<file path="src/rtl/tsf_pkg.sv">
package tsf_pkg;

    typedef enum logic [0:0] {
        FL_IDLE = 1'b0,
        FL_HOLD = 1'b1
    } flush_state_e;

    typedef struct packed {
        logic ovf;
        logic unf;
    } tsf_events_t;

endpackage

</file>
<file path="src/rtl/tsf_flush_timer.sv">
module tsf_flush_timer #(
    parameter int FLUSH_CYC = 250
) (
    input  logic clk,
    input  logic rst,
    input  logic clr_req,
    output logic busy
);
    import tsf_pkg::*;

    localparam int FW = $clog2(FLUSH_CYC + 1);

    flush_state_e state_q;
    logic [FW-1:0] cnt_q;

    always_ff @(posedge clk) begin
        if (rst) begin
            state_q <= FL_IDLE;
            cnt_q   <= '0;
        end else if (clr_req) begin
            state_q <= FL_HOLD;
            cnt_q   <= FW'(FLUSH_CYC - 1);
        end else if (state_q == FL_HOLD) begin
            if (cnt_q == '0) begin
                state_q <= FL_IDLE;
            end else begin
                cnt_q <= cnt_q - 1'b1;
            end
        end
    end

    assign busy = (state_q == FL_HOLD);
endmodule

</file>
<file path="src/rtl/tsf_store.sv">
module tsf_store #(
    parameter int DATA_W = 32,
    parameter int ADDR_W = 4
) (
    input  logic              clk,
    input  logic              rst,
    input  logic              flush,
    input  logic              in_dis,
    input  logic              wr_en,
    input  logic [DATA_W-1:0] wr_data,
    input  logic              rd_en,
    output logic [DATA_W-1:0] rd_data,
    output logic [ADDR_W:0]   level,
    output logic              empty,
    output logic              full,
    output tsf_pkg::tsf_events_t ev
);
    localparam int DEPTH = 1 << ADDR_W;
    localparam int CW    = ADDR_W + 1;

    logic [DATA_W-1:0] mem [DEPTH];
    logic [ADDR_W-1:0] wptr_q, rptr_q;
    logic [CW-1:0]     cnt_q;
    logic              wr_try, rd_try, wr_ok, rd_ok;

    assign empty  = (cnt_q == '0);
    assign full   = (cnt_q == CW'(DEPTH));
    assign wr_try = wr_en & ~in_dis & ~flush;
    assign rd_try = rd_en & ~flush;
    assign wr_ok  = wr_try & ~full;
    assign rd_ok  = rd_try & ~empty;

    assign ev.ovf = wr_try & full;
    assign ev.unf = rd_try & empty;

    always_ff @(posedge clk) begin
        if (wr_ok) begin
            mem[wptr_q] <= wr_data;
        end
    end

    always_ff @(posedge clk) begin
        if (rst) begin
            rd_data <= '0;
        end else if (rd_ok) begin
            rd_data <= mem[rptr_q];
        end
    end

    always_ff @(posedge clk) begin
        if (rst || flush) begin
            wptr_q <= '0;
            rptr_q <= '0;
            cnt_q  <= '0;
        end else begin
            if (wr_ok) wptr_q <= wptr_q + 1'b1;
            if (rd_ok) rptr_q <= rptr_q + 1'b1;
            case ({wr_ok, rd_ok})
                2'b10:   cnt_q <= cnt_q + 1'b1;
                2'b01:   cnt_q <= cnt_q - 1'b1;
                default: cnt_q <= cnt_q;
            endcase
        end
    end

    assign level = cnt_q;
endmodule

</file>
<file path="src/rtl/tsf_thresh.sv">
module tsf_thresh #(
    parameter int ADDR_W = 4
) (
    input  logic              clk,
    input  logic              rst,
    input  logic              thr_we,
    input  logic [ADDR_W-1:0] thr_wdata,
    input  logic [ADDR_W:0]   level,
    output logic [ADDR_W-1:0] thr_q,
    output logic              thr_flag,
    output logic              empty_evt
);
    localparam logic [ADDR_W-1:0] THR_RST = {{(ADDR_W-1){1'b1}}, 1'b0};

    logic flag_d_q;

    always_ff @(posedge clk) begin
        if (rst) begin
            thr_q    <= THR_RST;
            flag_d_q <= 1'b0;
        end else begin
            if (thr_we) thr_q <= thr_wdata;
            flag_d_q <= thr_flag;
        end
    end

    assign thr_flag  = (level > {1'b0, thr_q});
    assign empty_evt = flag_d_q & ~thr_flag & (thr_q == '0);
endmodule

</file>
<file path="src/rtl/tsf_fifo_top.sv">
module tsf_fifo_top #(
    parameter int DATA_W    = 32,
    parameter int ADDR_W    = 4,
    parameter int FLUSH_CYC = 250
) (
    input  logic              clk,
    input  logic              rst,
    input  logic              wr_en,
    input  logic [DATA_W-1:0] wr_data,
    input  logic              rd_en,
    output logic [DATA_W-1:0] rd_data,
    input  logic              in_dis,
    input  logic              clr_req,
    output logic              clr_busy,
    input  logic              thr_we,
    input  logic [ADDR_W-1:0] thr_wdata,
    output logic [ADDR_W-1:0] thr_q,
    input  logic              ovf_clr,
    input  logic              unf_clr,
    output logic              ovf_flag,
    output logic              unf_flag,
    output logic [ADDR_W:0]   level,
    output logic              empty,
    output logic              full,
    output logic              thr_flag,
    output logic              empty_evt
);
    import tsf_pkg::*;

    tsf_events_t ev;
    tsf_events_t sticky_q;
    logic        flush;

    tsf_flush_timer #(.FLUSH_CYC(FLUSH_CYC)) u_flush (
        .clk     (clk),
        .rst     (rst),
        .clr_req (clr_req),
        .busy    (clr_busy)
    );

    assign flush = clr_req | clr_busy;

    tsf_store #(.DATA_W(DATA_W), .ADDR_W(ADDR_W)) u_store (
        .clk     (clk),
        .rst     (rst),
        .flush   (flush),
        .in_dis  (in_dis),
        .wr_en   (wr_en),
        .wr_data (wr_data),
        .rd_en   (rd_en),
        .rd_data (rd_data),
        .level   (level),
        .empty   (empty),
        .full    (full),
        .ev      (ev)
    );

    tsf_thresh #(.ADDR_W(ADDR_W)) u_thresh (
        .clk       (clk),
        .rst       (rst),
        .thr_we    (thr_we),
        .thr_wdata (thr_wdata),
        .level     (level),
        .thr_q     (thr_q),
        .thr_flag  (thr_flag),
        .empty_evt (empty_evt)
    );

    always_ff @(posedge clk) begin
        if (rst) begin
            sticky_q <= '0;
        end else begin
            if (ev.ovf)       sticky_q.ovf <= 1'b1;
            else if (ovf_clr) sticky_q.ovf <= 1'b0;
            if (ev.unf)       sticky_q.unf <= 1'b1;
            else if (unf_clr) sticky_q.unf <= 1'b0;
        end
    end

    assign ovf_flag = sticky_q.ovf;
    assign unf_flag = sticky_q.unf;
endmodule

</file>
<file path="config.mk">
export PLATFORM = sky130hd
export DESIGN_NAME = tsf_fifo_top
export DESIGN_NICKNAME = d
export VERILOG_FILES = /design/src/rtl/tsf_pkg.sv /design/src/rtl/tsf_flush_timer.sv /design/src/rtl/tsf_store.sv /design/src/rtl/tsf_thresh.sv /design/src/rtl/tsf_fifo_top.sv
export SDC_FILE = /design/constraint.sdc
export NUM_CORES = 1
export LEC_CHECK = 0
export BUFFER_PORTS_ARGS = -buffer_cell sky130_fd_sc_hd__buf_2
export CAP_MARGIN = 10
export CORE_MARGIN = 1
export CORE_UTILIZATION = 35
export DETAILED_ROUTE_END_ITERATION = 8
export GPL_TIMING_DRIVEN = 0
export PLACE_DENSITY_LB_ADDON = 0.2
export SKIP_CTS_REPAIR_TIMING = 1
export SLEW_MARGIN = 20
export SYNTH_ARGS = -nofsm -noshare
export SYNTH_HDL_FRONTEND = slang
export SYNTH_SLANG_ARGS = --single-unit
</file>
<file path="constraint.sdc">
create_clock -name clk -period 12.9 [get_ports clk]
set_clock_uncertainty 0.05 [all_clocks]
set_input_delay 1.935 -clock clk [delete_from_list [all_inputs] [get_ports clk]]
set_output_delay 1.935 -clock clk [all_outputs]
set_load 0.01 [all_outputs]
</file>
**Yosys cells after proc, flatten, opt, wreduce, memory -nomap -nowiden**

Memory sizes are Yosys's and may differ from the RTL's. A register that Yosys moved wholly into a read port is not among the register bits.
Cells that the tools add are included.

- Divide/modulo/power cells: 0
- $mul: 0
- Bitwise logic cells: 16
- Magnitude comparators: 1
- Equality and inequality tests: 4
- Multiplexer cells: 13
- Shift operators: 0
- $add $sub $neg: 5
- Reduce and logical (&&, ||, !) cells: 11

Operator list:

| operator | count |
|---|---|
| $mux W8 | 3 |
| $pmux W5 S2 | 1 |
| $and A1 B1 Y1 | 9 |
| $mux W1 | 9 |
| $add A4 B1 Y4 const B | 2 |
| $logic_not A8 Y1 | 1 |
| $reduce_bool A2 Y1 | 4 |
| $sub A8 B1 Y8 const B | 1 |
| $not A1 Y1 | 6 |
| $add A5 B1 Y5 const B | 1 |
| $eq A5 B5 Y1 const B | 1 |
| $gt A5 B4 Y1 | 1 |
| $logic_not A5 Y1 | 1 |
| $sub A5 B1 Y5 const B | 1 |
| $logic_not A4 Y1 | 1 |
| $reduce_and A2 Y1 | 2 |
| $eq A2 B1 Y1 const B | 1 |
| $eq A2 B2 Y1 const B | 1 |
| $ne A2 B2 Y1 const B | 1 |
| $reduce_or A2 Y1 | 1 |
| $logic_or A1 B1 Y1 | 1 |
| $or A1 B1 Y1 | 1 |

- Latch bits: 0
- ROM bits: 0
- Input bits: 45
- Word-level logic and storage cells: 61
- Output and inout bits: 48
- Memory bits (writable): 512
- Register bits after elaboration: 29
- Memories: 1

Memories:

| memory | words | width | rd ports | clocked after memory_dff | write ports | RTL line | RTL |
|---|---|---|---|---|---|---|---|
| u_store.mem | 16 | 32 | 1 | 1 | 1 | tsf_store.sv:21 | `logic [DATA_W-1:0] mem [DEPTH];` |

**Longest topological paths before layout**

Gate-level depths: netlist (run 1).

- Word-level depth: 6
- Mapped depth: 13

**Cells and area by module**

From an unflattened synthesis (run 1), not the netlist that was laid out.

- Cell total of the unflattened synthesis: 1,144
- Area, all modules: 22,292.6 um^2

By module, submodules not included:

| module | area an instance (um^2) | times used | cells an instance |
|---|---|---|---|
| tsf_store | 21,429.3 | 1 | 1,047 |
| tsf_flush_timer | 495.5 | 1 | 55 |
| tsf_thresh | 291.5 | 1 | 33 |
| tsf_fifo_top | 76.3 | 1 | 9 |

**Worst setup path before layout (run 1)**

Ideal clock, no wire load.

- Path kind: in2reg
- From: input port clr_req
- To: memory u_store.mem[3][0], enable pin
- Data required time: 12.389 ns
- Buffers on the path: 1
- Data arrival time: 5.402 ns
- Cell stages on the path: 5
- Slack: 6.987 ns
- Path through: clkbuf_1 > nor4b_1 > a21boi_1 > nand2_1 > nor3_1

- Cells in the longest elaborated chain, start to end: 6

Ends and longest elaborated chain:

| element | RTL line | RTL |
|---|---|---|
| start: declaration | tsf_fifo_top.sv:13 | `input logic clr_req,` |
| $or A1 B1 Y1 | tsf_fifo_top.sv:41 | `assign flush = clr_req \| clr_busy;` |
| $not A1 Y1 | tsf_store.sv:28 | `assign wr_try = wr_en & ~in_dis & ~flush;` |
| $and A1 B1 Y1 | tsf_store.sv:28 |  |
| $and A1 B1 Y1 | tsf_store.sv:30 | `assign wr_ok = wr_try & ~full;` |
| $mux W1 | tsf_store.sv:37 | `if (wr_ok) begin` |
| $mux W1 (not written as such) | tsf_store.sv:38 | `mem[wptr_q] <= wr_data;` |
| end: declaration | tsf_store.sv:21 |  |

Every way passes these cells.

**Final worst setup path (run 1)**

- From: input port clr_req
- To: memory u_store.mem[2][14], enable pin

The elaborated chain is that of the path after synthesis.

==> results of run 1 <==
## layout make-up
cell class                      instances  share of cell area (%)
Clock buffer                           78                    6.13
Timing Repair Buffer                  132                    4.52
Clock inverter                         32                   0.970
Tap cell                              837                    4.02
Inverter                               15                   0.216
Buffer                                 56                   0.908
Sequential cell                       573                    63.7
Multi-Input combinational cell        408                    19.5
## where the power goes
| part | total (mW) | switching [mW] | internal (mW) |
|---|---|---|---|
| Combinational | 0.0595 | 0.0417 | 0.0178 |
| Clock | 1.61 | 0.715 | 0.896 |
| Sequential | 2.03 | 0.00368 | 2.02 |
| Total | 3.70 | 0.761 | 2.94 |
## cell usage after synthesis, types with 2 or more instances
| master | number |
|---|---|
| a21oi_1 | 12 |
| a22oi_1 | 32 |
| a31oi_1 | 3 |
| and2_1 | 2 |
| buf_1 | 7 |
| buf_2 | 14 |
| buf_4 | 2 |
| clkbuf_1 | 33 |
| dfxtp_1 | 61 |
| edfxtp_1 | 512 |
| ha_1 | 14 |
| inv_1 | 15 |
| mux2_2 | 32 |
| mux2i_1 | 36 |
| mux4_2 | 128 |
| nand2_1 | 14 |
| nand2b_1 | 3 |
| nand3_1 | 4 |
| nand4_1 | 3 |
| nor2_1 | 35 |
| nor2b_1 | 3 |
| nor3_1 | 9 |
| nor4_1 | 3 |
| nor4b_1 | 2 |
| o211ai_1 | 3 |
| o21a_1 | 2 |
| o21ai_0 | 35 |
| or3_1 | 2 |
| xnor2_1 | 7 |
| xor2_1 | 8 |
## flip-flops by register name, indices dropped and copies added, names as in the netlist
name / flops
u_store.rd_data: 32
unf_flag: 1
u_store.mem: 512
ovf_flag: 1
u_flush.busy: 1
u_thresh.thr_q: 4
u_store.rptr_q: 4
u_store.level: 5
u_flush.cnt_q: 8
u_thresh.flag_d_q: 1
u_store.wptr_q: 4
## path summary, 6_finish.rpt
kind                                              start                      endpoint  slack (ns)  cells past startpoint
worst max-delay path                            clr_req  u_store.mem[2][14]$_DFFE_PP_        8.27                      9
worst max register to register  u_flush.busy$_SDFF_PP0_  u_store.mem[2][14]$_DFFE_PP_        9.31                      9
worst min-delay path              unf_flag$_SDFFE_PP0P_         unf_flag$_SDFFE_PP0P_        0.44                      2
worst min register to register    unf_flag$_SDFFE_PP0P_         unf_flag$_SDFFE_PP0P_        0.44                      2
## layer usage
metal  part of all wire, %  up-vias  global-route usage [%]
li1                      -     4717                       -
met1                    47     5641                    23.5
met2                    46      265                    25.3
met3                   4.9       69                    2.89
met4                   1.9        2                    4.76
met5                0.0059        -                       0
## critical path: stages
cell      delay, ns
clkbuf_1       0.22
nor4b_1        0.51
a21boi_1       0.69
nand2_1        0.40
nor3_2         0.36
buf_4          0.25
buf_6          0.17
buf_4          0.18
buf_4          0.20
## cell families after synthesis
logic type	count (synthesis)	synth area share, %
XOR/XNOR	15	0.601
AND/OR/NAND/NOR	89	2.06
AO/OA/AOI/OAI	94	2.82
adder cells (fa/ha/maj)	14	0.801
multiplexers	196	16.5
buffers and inverters	71	1.33
flip-flops	573	75.9
## metrics by stage
stage	hold WS [ns]	power, mW	cells	util, %	area [um^2]
finish	0.439	3.70	2131	42.2	26100
global route	0.448	3.81	2131	42.2	26100
CTS	0.439	3.74	2131	42.2	26100
detailed placement	0.421	2.13	2021	39.2	24200
global placement	0.422	2.12	1978	37.8	23400
floorplan	0.411	2.09	1052	-	21900
==> flow_metrics.tcl, run 1 <==
set metrics [dict create \
    outcome "finished, final reports clean" \
    nNetsFinal 1303 \
    routedWlPerCell_um 23.9 \
    critPathArrivalTime_ns 4.91 \
    synth_enable_flop_cells 512 \
    power_density_nw_per_um2 142 \
    critPathKind "input pin to register" \
    slew_headroom_pct 25.4 \
    grt_pass1_vias 11000 \
    min_period_ns 4.63 \
    clock_latency_ns 0.63 \
    seq_area_um2 16600 \
    dieArea_um2 63500 \
    final_common_cell "edfxtp_1" \
    synth.area.top_cells "edfxtp_1, mux4_2, dfxtp_1, mux2i_1, mux2_2" \
    via_count 10700 \
    dp_slack_ns 7.59 \
    dpl.hpwl_um 33200 \
    grt_pass1_wl_um 74600 \
    rows 91 \
    drt.antenna.violating_nets 0 \
    antenna_found_initial 2 \
    drt-total-wl_um 50800 \
    synth_top_flop_cell "edfxtp_1" \
    portBuffers 89 \
    multi_input_area_um2 5090 \
    first_pass_iters 5 \
    mostFrequentLayoutCells "edfxtp_1, mux4_2, buf_2" \
    synth-seq-area-share_pct 75.9 \
    drc 0 \
    path_max_fanout 9 \
    ys_seq_elements 573 \
    min_path_type "register to register" \
    dr.first_iter.drc_count 990 \
    slew_violations 0 \
    io_pins 93 \
    synth_top_cell_area_share_pct 70.3 \
    die_h_um 252 \
    via_per_inst 5.02 \
    gp_congestion 0.717 \
    cts-buffers-inserted 58 \
    fill_cells 5493 \
    fmax_mhz 216 \
    fin_setup_tns_ns 0 \
    drive_gt1_share_pct 32.8 \
    rsz0062_at_grt "false" \
    endpoint_kind "register" \
    synthArstFlopShare_pct 0 \
    startpoint_type "input pin" \
    required_ns 13.19 \
    cts_tree "built" \
    yosysWarnings 0 \
    clock_path_buffers 3 \
    synth_cell_type_count 46 \
    syn_inst 1052 \
    die_x_um 252 \
    maxCapViolations 0 \
    core-area_um2 61700 \
    synth_nets 1111 \
    clk_pin_slew_ns 0.06 \
    p_leak_nw 8.22 \
    clock_sinks 573 \
    worst_slew_pin_slew_ns 1.12 \
    synth.cell_area_um2 21900 \
    grt_overflow 0 \
    syn2layout_area_growth_pct 19.1 \
    finalHoldViolCount 0 \
    synth.avg_cell_area_um2 20.8 \
    initial_core_util_pct 35.4 \
    fin_crit_sh_pct 35.9 \
    setup_violations 0 \
    grt_max_degree 18 \
    htreeDepth 2 \
    irDropWorstVdd_v 0.000109 \
    antenna_cells 0 \
    yosysTopAreaCell "edfxtp_1" \
    cts-root-buf "clkbuf_16" \
    worst_slack_ns 8.27 \
    track_usage_pct 16.3 \
]
No activity file was read; power rests on OpenSTA's default activity.
==> run 2, diff against run 1 <==
clock period = 4.5 ns   (was 12.9 ns; I/O delays follow)
==> run 2 against run 1 <==
Worst hold slack got worse by 0.22 ns. Sequential share of layout area hardly changed. Die area did not move. Core utilization about the same. Routed wire length grew 1.4%. Sequential power grew to 2.9 times the previous value. Setup slack got worse by 7.2 ns. Combinational power rose to 2.9 times the previous value. Non-clock buffer count decreased by 8. Design area barely moved. Critical path type is now register to register.
==> flow_metrics.tcl, run 2 (synthesized netlist as in run 1, its figures left out) <==
set metrics [dict create \
    outcome "finished, final reports clean" \
    maxCapViolations 0 \
    rows 91 \
    dpl.hpwl_um 32800 \
    clock_sinks 573 \
    largest_reg_flops 512 \
    syn2layout_area_growth_pct 19.1 \
    required_ns 4.78 \
    hold_end "u_thresh.thr_q[2]$_SDFFE_PP1P_" \
    holdPathStages 3 \
    worst_slew_pin_slew_ns 1.11 \
    antenna_found_initial 3 \
    fin_crit_sh_pct 76.2 \
    slew_headroom_pct 26.3 \
    drt.antenna.violating_nets 0 \
    die_h_um 252 \
    clk_pin_slew_ns 0.06 \
    htreeDepth 2 \
    critPathArrivalTime_ns 3.70 \
    dr_wl_met3_um 2390 \
    slew_violations 0 \
    fmax_mhz 292 \
    drc 0 \
    clock_path_buffers 3 \
    die_x_um 252 \
    first_pass_iters 5 \
    fin_util_pct 42.2 \
    mostFrequentLayoutCells "edfxtp_1, mux4_2, buf_2" \
    pwr-share-clk_pct 44.2 \
    path_cells "clkbuf_1, nor4b_1, a21boi_1, nand2_1, nor2_4, buf_16, buf_16" \
    path_common_cell "buf_16" \
    startpoint_type "register" \
    rsz0062_at_grt "false" \
    r2r-start "u_flush.busy$_SDFF_PP0_" \
    dr.max_layer_used "met5" \
    path_max_fanout 12 \
    internal_power_mw 8.57 \
    antenna_cells 0 \
    top_register "u_store.mem" \
    min_from "thr_wdata[2]" \
    min_period_ns 3.43 \
    nNetsFinal 1296 \
    dr.first_iter.drc_count 755 \
    cpMaxStageDelayCell "a21boi_1" \
    cts-buffers-inserted 59 \
    cts_tree "built" \
    clock_latency_ns 0.63 \
    routedWlPerCell_um 24.3 \
    dpl_cell_area_um2 24200 \
    cts-root-buf "clkbuf_16" \
    initial_core_util_pct 35.4 \
    holdWs_ns 0.217 \
    grt_pass1_vias 11100 \
    endpoint_kind "register" \
    final_common_cell "edfxtp_1" \
    gp_congestion 0.734 \
    irDropWorstVdd_v 0.000309 \
    swShare_pct 20.1 \
    rr_endpoint "u_store.mem[7][20]$_DFFE_PP_" \
    via_count 10800 \
    reg_top3 "u_store.mem x512, u_store.rd_data x32, u_flush.cnt_q x8" \
    grt_overflow 0 \
    io_pins 93 \
    pwr-share-comb_pct 1.6 \
    p_leak_nw 8.15 \
    portBuffers 89 \
    dieArea_um2 63500 \
    power_density_nw_per_um2 412 \
    drive_gt1_share_pct 31.5 \
    via_per_inst 5.07 \
    grt_pass1_wl_um 76000 \
    cpPeakStageDelay_ns 0.68 \
    wl_met1_um 23700 \
    r2r_cells 7 \
    setup_violations 0 \
    core-area_um2 61700 \
    design_area_um2 26000 \
    r2r_setup_slack_ns 1.07 \
    p_seq_share_pct 54.2 \
    grt_max_degree 18 \
    crit_buf_inv 3 \
    critPathKind "register to register" \
    critical-path-top-delay-family "simple AND/OR/NAND/NOR gates" \
    wl_met2_um 24400 \
    min_path_type "input pin to register" \
    finalHoldViolCount 0 \
    track_usage_pct 16.6 \
    p_switching_mw 2.15 \
    drt-total-wl_um 51600 \
]
==> run 2: changes by cell type in the layout (fill, tap and decap cells not counted), sizes merged <==
cell / change
bufinv: +2
clkbuf: +11
buf: -9
clkinvlp: -4
clkinv: -11
inv: +3
==> run 2: stage by stage <==
stage / TNS [ns] / setup WS (ns) / std cells / total power [mW]
after detailed placement: 0 / 0.635 / 2013 / 6.10
final: 0 / 1.07 / 2123 / 10.7
after global routing: 0 / 0.702 / 2123 / 11.1
after CTS: 0 / 1.02 / 2123 / 10.8
after global placement: -770.97 / -1.70 / 1978 / 6.09
after floorplan: 0 / 0.700 / 1052 / 5.99
==> run 2: tightest hold or removal path, delay by kind of cell <==
family          cells  cell delay [ns]
compound gates      1             0.06
buf+inv             1             0.08
simple gates        1             0.04
==> run 2: final cells by class <==
class,instances,area [um^2]
Timing Repair Buffer,124,1120
Multi-Input combinational cell,408,5110
Fill cell,5473,35700
Buffer,56,238
Inverter,15,56.3
Tap cell,837,1050
Clock buffer,88,1660
Sequential cell,573,16600
Clock inverter,22,214
==> run 2: power groups by stage <==
stage	Combinational, mW	Sequential (mW)	Clock (mW)
final	0.172	5.81	4.74
after global routing	0.192	5.81	5.05
after CTS	0.175	5.81	4.85
after detailed placement	0.175	5.93	0
after global placement	0.163	5.93	0
after floorplan	0.0634	5.93	0
==> run 2: worst max path at each step <==
| stage | from | end | slack (ns) | cells after the start |
|---|---|---|---|---|
| global route | u_flush.busy$_SDFF_PP0_ | u_store.level[4]$_SDFFE_PP0P_ | 0.70 | 13 |
| floorplan | clr_req | u_store.mem[15][0]$_DFFE_PP_ | 0.70 | 5 |
| global placement | clr_req | u_store.mem[7][21]$_DFFE_PP_ | -1.70 | 5 |
| finish | u_flush.busy$_SDFF_PP0_ | u_store.mem[7][20]$_DFFE_PP_ | 1.07 | 7 |
| CTS | u_flush.busy$_SDFF_PP0_ | u_store.mem[7][20]$_DFFE_PP_ | 1.02 | 7 |
| detailed placement | clr_req | u_store.mem[7][21]$_DFFE_PP_ | 0.63 | 7 |
==> run 2: layer usage <==
layer | vias up | track usage [%]
li1 | 4701 | -
met4 | 6 | 4.03
met2 | 248 | 26.4
met3 | 77 | 3.31
met5 | - | 0
met1 | 5727 | 23.5
